`src/rtl/exc_pkg.sv`:
```
package exc_pkg;
  localparam int NC    = 12;
  localparam int VEC_W = 20;
  localparam int IDX_W = $clog2(NC);

  localparam int C_ILL  = 0;
  localparam int C_PRV  = 1;
  localparam int C_TRP  = 2;
  localparam int C_FPU  = 3;
  localparam int C_DEC  = 4;
  localparam int C_SC   = 5;
  localparam int C_TRC  = 6;
  localparam int C_ITLB = 7;
  localparam int C_DLD  = 8;
  localparam int C_DST  = 9;
  localparam int C_IABR = 10;
  localparam int C_SMI  = 11;

  localparam logic [NC-1:0] PROG_MASK = NC'(7);

  // Highest priority first
  localparam int PRIO [NC] = '{C_ITLB, C_DLD, C_DST, C_ILL, C_PRV, C_TRP,
                               C_FPU, C_SC, C_TRC, C_IABR, C_SMI, C_DEC};

  function automatic logic [VEC_W-1:0] vec_of(input int idx);
    case (idx)
      C_ILL, C_PRV, C_TRP: vec_of = VEC_W'('h00700);
      C_FPU:  vec_of = VEC_W'('h00800);
      C_DEC:  vec_of = VEC_W'('h00900);
      C_SC:   vec_of = VEC_W'('h00C00);
      C_TRC:  vec_of = VEC_W'('h00D00);
      C_ITLB: vec_of = VEC_W'('h01000);
      C_DLD:  vec_of = VEC_W'('h01100);
      C_DST:  vec_of = VEC_W'('h01200);
      C_IABR: vec_of = VEC_W'('h01300);
      C_SMI:  vec_of = VEC_W'('h01400);
      default: vec_of = '0;
    endcase
  endfunction

  function automatic logic vec_legal(input logic [VEC_W-1:0] v);
    vec_legal = (v == VEC_W'('h00700)) || (v == VEC_W'('h00800)) ||
                (v == VEC_W'('h00900)) || (v == VEC_W'('h00C00)) ||
                (v == VEC_W'('h00D00)) || (v == VEC_W'('h01000)) ||
                (v == VEC_W'('h01100)) || (v == VEC_W'('h01200)) ||
                (v == VEC_W'('h01300)) || (v == VEC_W'('h01400));
  endfunction
endpackage

```
`src/rtl/exc_dec_track.sv`:
```
module exc_dec_track (
  input  logic clk,
  input  logic rst,
  input  logic dec_top,
  input  logic irq_en,
  input  logic dec_taken,
  output logic dec_req
);
  logic prev_q;
  logic pend_q;
  logic rise;
  logic want;

  assign rise    = dec_top & ~prev_q;
  assign want    = pend_q | rise;
  assign dec_req = want & irq_en;

  always_ff @(posedge clk) begin
    if (rst) begin
      prev_q <= dec_top;
      pend_q <= 1'b0;
    end else begin
      prev_q <= dec_top;
      pend_q <= want & ~dec_taken;
    end
  end

  // a request that was wanted but not taken must still be pending
  a_r11_pend_kept: assert property (@(posedge clk) disable iff (rst)
    (want && !dec_taken) |=> pend_q);
endmodule

```
`src/rtl/exc_cond_detect.sv`:
```
module exc_cond_detect
  import exc_pkg::*;
#(
  parameter int AW   = 32,
  parameter int SPRW = 10
) (
  input  logic            dc_illegal,
  input  logic            dc_priv,
  input  logic            dc_trap,
  input  logic            dc_fpop,
  input  logic            dc_syscall,
  input  logic            dc_branch,
  input  logic            dc_sprmove,
  input  logic [SPRW-1:0] dc_sprnum,
  input  logic            ms_user,
  input  logic            ms_fpen,
  input  logic            ms_irqen,
  input  logic            ms_step,
  input  logic            ms_brtrace,
  input  logic            dec_req,
  input  logic            itlb_miss,
  input  logic            dtlb_ld_miss,
  input  logic            dtlb_st_miss,
  input  logic            dtlb_st_dirty,
  input  logic [AW-1:0]   bp_reg,
  input  logic [AW-1:0]   cmp_addr,
  input  logic            mgmt_irq,
  output logic [NC-1:0]   raw
);
  localparam int BP_EN = 1;
  localparam int BP_LO = 2;

  logic bp_hit;
  assign bp_hit = bp_reg[BP_EN] && (bp_reg[AW-1:BP_LO] == cmp_addr[AW-1:BP_LO]);

  always_comb begin
    raw         = '0;
    raw[C_ILL]  = dc_illegal;
    raw[C_PRV]  = ms_user & (dc_priv | (dc_sprmove & dc_sprnum[SPRW-1]));
    raw[C_TRP]  = dc_trap;
    raw[C_FPU]  = dc_fpop & ~ms_fpen;
    raw[C_DEC]  = dec_req;
    raw[C_SC]   = dc_syscall;
    raw[C_TRC]  = ms_step | (dc_branch & ms_brtrace);
    raw[C_ITLB] = itlb_miss;
    raw[C_DLD]  = dtlb_ld_miss;
    raw[C_DST]  = dtlb_st_miss | dtlb_st_dirty;
    raw[C_IABR] = bp_hit;
    raw[C_SMI]  = mgmt_irq & ms_irqen;
  end
endmodule

```
`src/rtl/exc_prio_sel.sv`:
```
module exc_prio_sel
  import exc_pkg::*;
(
  input  logic [NC-1:0]    raw,
  output logic             any,
  output logic [IDX_W-1:0] win,
  output logic [VEC_W-1:0] vec,
  output logic [NC-1:0]    cs
);
  always_comb begin
    any = 1'b0;
    win = '0;
    for (int k = NC - 1; k >= 0; k--) begin
      if (raw[PRIO[k]]) begin
        any = 1'b1;
        win = IDX_W'(PRIO[k]);
      end
    end
    vec = any ? vec_of(int'(win)) : '0;
    if (!any)
      cs = '0;
    else if (PROG_MASK[win])
      cs = raw & PROG_MASK;
    else
      cs = NC'(1) << win;
  end
endmodule

```
`src/rtl/exc_vector_unit.sv`:
```
module exc_vector_unit
  import exc_pkg::*;
#(
  parameter int AW   = 32,
  parameter int SPRW = 10
) (
  input  logic             clk,
  input  logic             rst,
  input  logic             dc_illegal,
  input  logic             dc_priv,
  input  logic             dc_trap,
  input  logic             dc_fpop,
  input  logic             dc_syscall,
  input  logic             dc_branch,
  input  logic             dc_sprmove,
  input  logic [SPRW-1:0]  dc_sprnum,
  input  logic             ms_user,
  input  logic             ms_fpen,
  input  logic             ms_irqen,
  input  logic             ms_step,
  input  logic             ms_brtrace,
  input  logic             dec_top,
  input  logic             itlb_miss,
  input  logic             dtlb_ld_miss,
  input  logic             dtlb_st_miss,
  input  logic             dtlb_st_dirty,
  input  logic [AW-1:0]    bp_reg,
  input  logic [AW-1:0]    cmp_addr,
  input  logic             mgmt_irq,
  output logic             take_exc,
  output logic [VEC_W-1:0] vec_off,
  output logic [NC-1:0]    cause
);
  logic             dec_req;
  logic             dec_taken;
  logic [NC-1:0]    raw;
  logic             sel_any;
  logic [IDX_W-1:0] sel_win;
  logic [VEC_W-1:0] sel_vec;
  logic [NC-1:0]    sel_cs;

  assign dec_taken = sel_any && (int'(sel_win) == C_DEC);

  exc_dec_track u_dec (
    .clk(clk), .rst(rst), .dec_top(dec_top), .irq_en(ms_irqen),
    .dec_taken(dec_taken), .dec_req(dec_req)
  );

  exc_cond_detect #(.AW(AW), .SPRW(SPRW)) u_cond (
    .dc_illegal(dc_illegal), .dc_priv(dc_priv), .dc_trap(dc_trap),
    .dc_fpop(dc_fpop), .dc_syscall(dc_syscall), .dc_branch(dc_branch),
    .dc_sprmove(dc_sprmove), .dc_sprnum(dc_sprnum), .ms_user(ms_user),
    .ms_fpen(ms_fpen), .ms_irqen(ms_irqen), .ms_step(ms_step),
    .ms_brtrace(ms_brtrace), .dec_req(dec_req), .itlb_miss(itlb_miss),
    .dtlb_ld_miss(dtlb_ld_miss), .dtlb_st_miss(dtlb_st_miss),
    .dtlb_st_dirty(dtlb_st_dirty), .bp_reg(bp_reg), .cmp_addr(cmp_addr),
    .mgmt_irq(mgmt_irq), .raw(raw)
  );

  exc_prio_sel u_sel (
    .raw(raw), .any(sel_any), .win(sel_win), .vec(sel_vec), .cs(sel_cs)
  );

  always_ff @(posedge clk) begin
    if (rst) begin
      take_exc <= 1'b0;
      vec_off  <= '0;
      cause    <= '0;
    end else begin
      take_exc <= sel_any;
      vec_off  <= sel_vec;
      cause    <= sel_cs;
    end
  end

  a_r1_idle_quiet: assert property (@(posedge clk) disable iff (rst)
    !take_exc |-> (vec_off == '0 && cause == '0));

  a_r12_single_winner: assert property (@(posedge clk) disable iff (rst)
    take_exc |-> ($onehot0(cause & ~PROG_MASK) && cause != '0));

  a_r13_no_reserved: assert property (@(posedge clk) disable iff (rst)
    take_exc |-> vec_legal(vec_off));

  a_r9_smi_gated: assert property (@(posedge clk) disable iff (rst)
    (take_exc && cause[C_SMI]) |-> $past(ms_irqen));

  a_r10_dec_gated: assert property (@(posedge clk) disable iff (rst)
    (take_exc && cause[C_DEC]) |-> $past(ms_irqen));
endmodule

```
`config.mk`:
```
export PLATFORM = sky130hd
export DESIGN_NAME = exc_vector_unit
export DESIGN_NICKNAME = d
export VERILOG_FILES = /design/src/rtl/exc_pkg.sv /design/src/rtl/exc_dec_track.sv /design/src/rtl/exc_cond_detect.sv /design/src/rtl/exc_prio_sel.sv /design/src/rtl/exc_vector_unit.sv
export SDC_FILE = /design/constraint.sdc
export NUM_CORES = 1
export LEC_CHECK = 0
export BUFFER_PORTS_ARGS = -buffer_cell sky130_fd_sc_hd__buf_2
export CAP_MARGIN = 30
export CORE_MARGIN = 3
export CORE_UTILIZATION = 25
export CTS_CLUSTER_DIAMETER = 50
export DETAILED_ROUTE_END_ITERATION = 8
export GPL_ROUTABILITY_DRIVEN = 0
export GPL_TIMING_DRIVEN = 0
export SETUP_SLACK_MARGIN = 0.5
export SYNTH_ARGS = -nofsm -noshare
export SYNTH_HDL_FRONTEND = slang
export SYNTH_SLANG_ARGS = --single-unit
export TNS_END_PERCENT = 100
```
`constraint.sdc`:
```
create_clock -name clk -period 3.36 [get_ports clk]
set_clock_uncertainty 0.15 [all_clocks]
set_input_delay 0.168 -clock clk [delete_from_list [all_inputs] [get_ports clk]]
set_output_delay 0.168 -clock clk [all_outputs]
set_load 0.03 [all_outputs]
```
==> flow_summary.json <==
{
  "cts.htree.levels": 1,
  "power_mw": 0.604,
  "grt_pass1_vias": 1364,
  "rsz0062_at_grt": "false",
  "overflow": 0,
  "timing.final.setup_violations": 0,
  "placed_area_sq_um": 1990,
  "grt_pass1_wl_um": 5730,
  "cts_tree": "done",
  "dpl.cell_count": 335,
  "layout_setup_ws_ps": 734,
  "utilization_pct": 40.6,
  "die-area_sq_um": 6350,
  "final_cell_mix": "buf_2 (99), xnor2_1 (30), dfxtp_1 (20)",
  "ctsLongestPathBuffers": 2,
  "antenna_found_initial": 0,
  "drt-initial-drc-count": 31,
  "drc_errors": 0,
  "start_kind": "input pin",
  "antenna_left": 0,
  "synth_top_area_cell": "dfxtp_1",
  "setup_tns_ps": 0,
  "dr.pass1.iters": 4,
  "hold_violations": 0,
  "synth_edf_count": 0,
  "area_delta_synth_final_pct": 54.6,
  "run_status": "finished, final reports clean",
  "ys_warn_count": 0,
  "path_clk_slew_ps": 60,
  "die_w_um": 79.7,
  "syn_area_sq_um": 1360,
  "worstPathRequired_ps": 3400,
  "slew_viol_final": 0,
  "holdWs_ps": 89.2,
  "fin_crit_sh_pct": 78.1,
  "crit_type": "input pin to register",
  "p_per_area_nw_per_um2": 288,
  "post_drt_wl_per_cell_um": 10.9,
  "synthArstFlopShare_pct": 0,
  "crit_arrival_ps": 2660,
  "antenna_cells": 0,
  "r2r_slack_ps": 1330,
  "cts_buffers": 3,
  "grt_util_all_layers_pct": 11.4,
  "min-delay-path-class": "input pin to register",
  "drt_wl_total_um": 3760,
  "root_buffer": "clkbuf_8",
  "synth_top_area_share_pct": 29.5,
  "synth-main-ff-cell": "dfxtp_1",
  "dieHeight_um": 79.7,
  "place_ws_ps": 199,
  "drv_cap": 0,
  "start_util_pct": 26.2,
  "ys_types": 38,
  "cts_sinks": 20,
  "avgViaCountPerCell": 4.14,
  "syn_area_per_cell_sq_um": 8.93,
  "vias": 1424,
  "design.core.area_sq_um": 5170,
  "final_cells": 344,
  "final_area_sq_um": 2100,
  "grt_max_degree": 11,
  "mostFrequentLayoutCell": "buf_2",
  "clock.fmax_ghz": 0.381,
  "seq_area_frac_synth_pct": 29.5,
  "syn_inst": 152,
  "hpwlAfterDp_um": 3400,
  "cp_max_fo": 7,
  "fin_crit_ps": 2630,
  "drive_above_1_share_pct": 47.8,
  "ys_ff_latch": 20,
  "worst_skew_pair.late_latency_ps": 240,
  "rows": 26,
  "peakVddDrop_uv": 199,
  "worstSetupEndpointType": "register",
  "nNetsFinal": 375,
  "ys_top_cells_by_area": "dfxtp_1 (29%), xnor2_1 (19%), buf_4 (8.3%)",
  "io_pins": 127,
  "port_buffers": 99,
  "cellLeakagePower_nw": 1.06
}
-- sequential cells by signal, indices dropped and copies added (netlist names) --
name / flops
vec_off: 5
cause: 12
u_dec.prev_q: 1
take_exc: 1
u_dec.pend_q: 1
-- layout make-up --
cell class | count | area, sq um
Tap cell | 70 | 87.6
Fill cell | 536 | 3070
Timing Repair Buffer | 105 | 546
Inverter | 2 | 7.51
Buffer | 16 | 118
Sequential cell | 20 | 400
Clock buffer | 3 | 41.3
Multi-Input combinational cell | 128 | 898
-- path summary, 6_finish.rpt --
check,startpoint,end,cells after the start
max,cmp_addr[20],vec_off[9]$_SDFF_PP0_,12
min,dc_illegal,cause[0]$_SDFF_PP0_,3
max reg2reg,u_dec.prev_q$_DFF_P_,vec_off[9]$_SDFF_PP0_,6
min reg2reg,u_dec.pend_q$_SDFF_PP0_,u_dec.pend_q$_SDFF_PP0_,2
-- kinds of logic after synthesis --
| kind of cell | after synthesis | synth area share [%] |
|---|---|---|
| compound gates | 24 | 13.1 |
| xor+xnor | 30 | 19.4 |
| flops | 20 | 29.5 |
| buf+inv | 18 | 9.12 |
| mux | 2 | 1.47 |
| other cells | 1 | 0.276 |
| fa+ha+maj | 5 | 4.61 |
| simple gates | 52 | 22.6 |
-- synth_stat cells, drive strengths merged, types with 2 or more instances --
cell type / n
nand2: 4
nand4: 7
nor2: 9
a21oi: 6
or3: 2
and2: 9
buf: 15
xnor2: 30
nor2b: 4
a211oi: 2
dfxtp: 20
a21o: 3
nor4: 3
inv: 2
a311o: 2
o21ai: 3
mux2i: 2
ha: 5
and3: 2
nor3: 5
a31oi: 2
-- worst max-delay path, cell delays in order --
cell      delay (ps)
buf_2            100
xnor2_1          150
nand4_1          130
nor4_2           290
nand2_1          160
nand3b_1         120
o21ai_1          110
or2_2            320
ha_1             200
clkbuf_2         170
or4b_4           560
a21bo_1          190
-- timing repair --
item,CTS,global route
setup buffers,2,2
endpoints found under the setup margin,1,3
resized for setup,0,5
hold endpoints to repair,2,0
pin swaps,1,2
hold buffers,2,0
-- where the power goes --
part / internal, mW / switching, mW
registers: 0.248 / 0.00235
clock network: 0.0793 / 0.0617
logic: 0.101 / 0.111
-- layer usage --
layer	vias to the layer above	wire length [um]	track usage [%]	share of wire, %
li1	748	-	-	-
met1	596	1340	11.7	36
met2	78	1940	22.2	52
met3	2	459	3.50	12
met4	0	13	2.58	0.35
met5	-	0	0	0
Power figures use the tool's default switching activity.
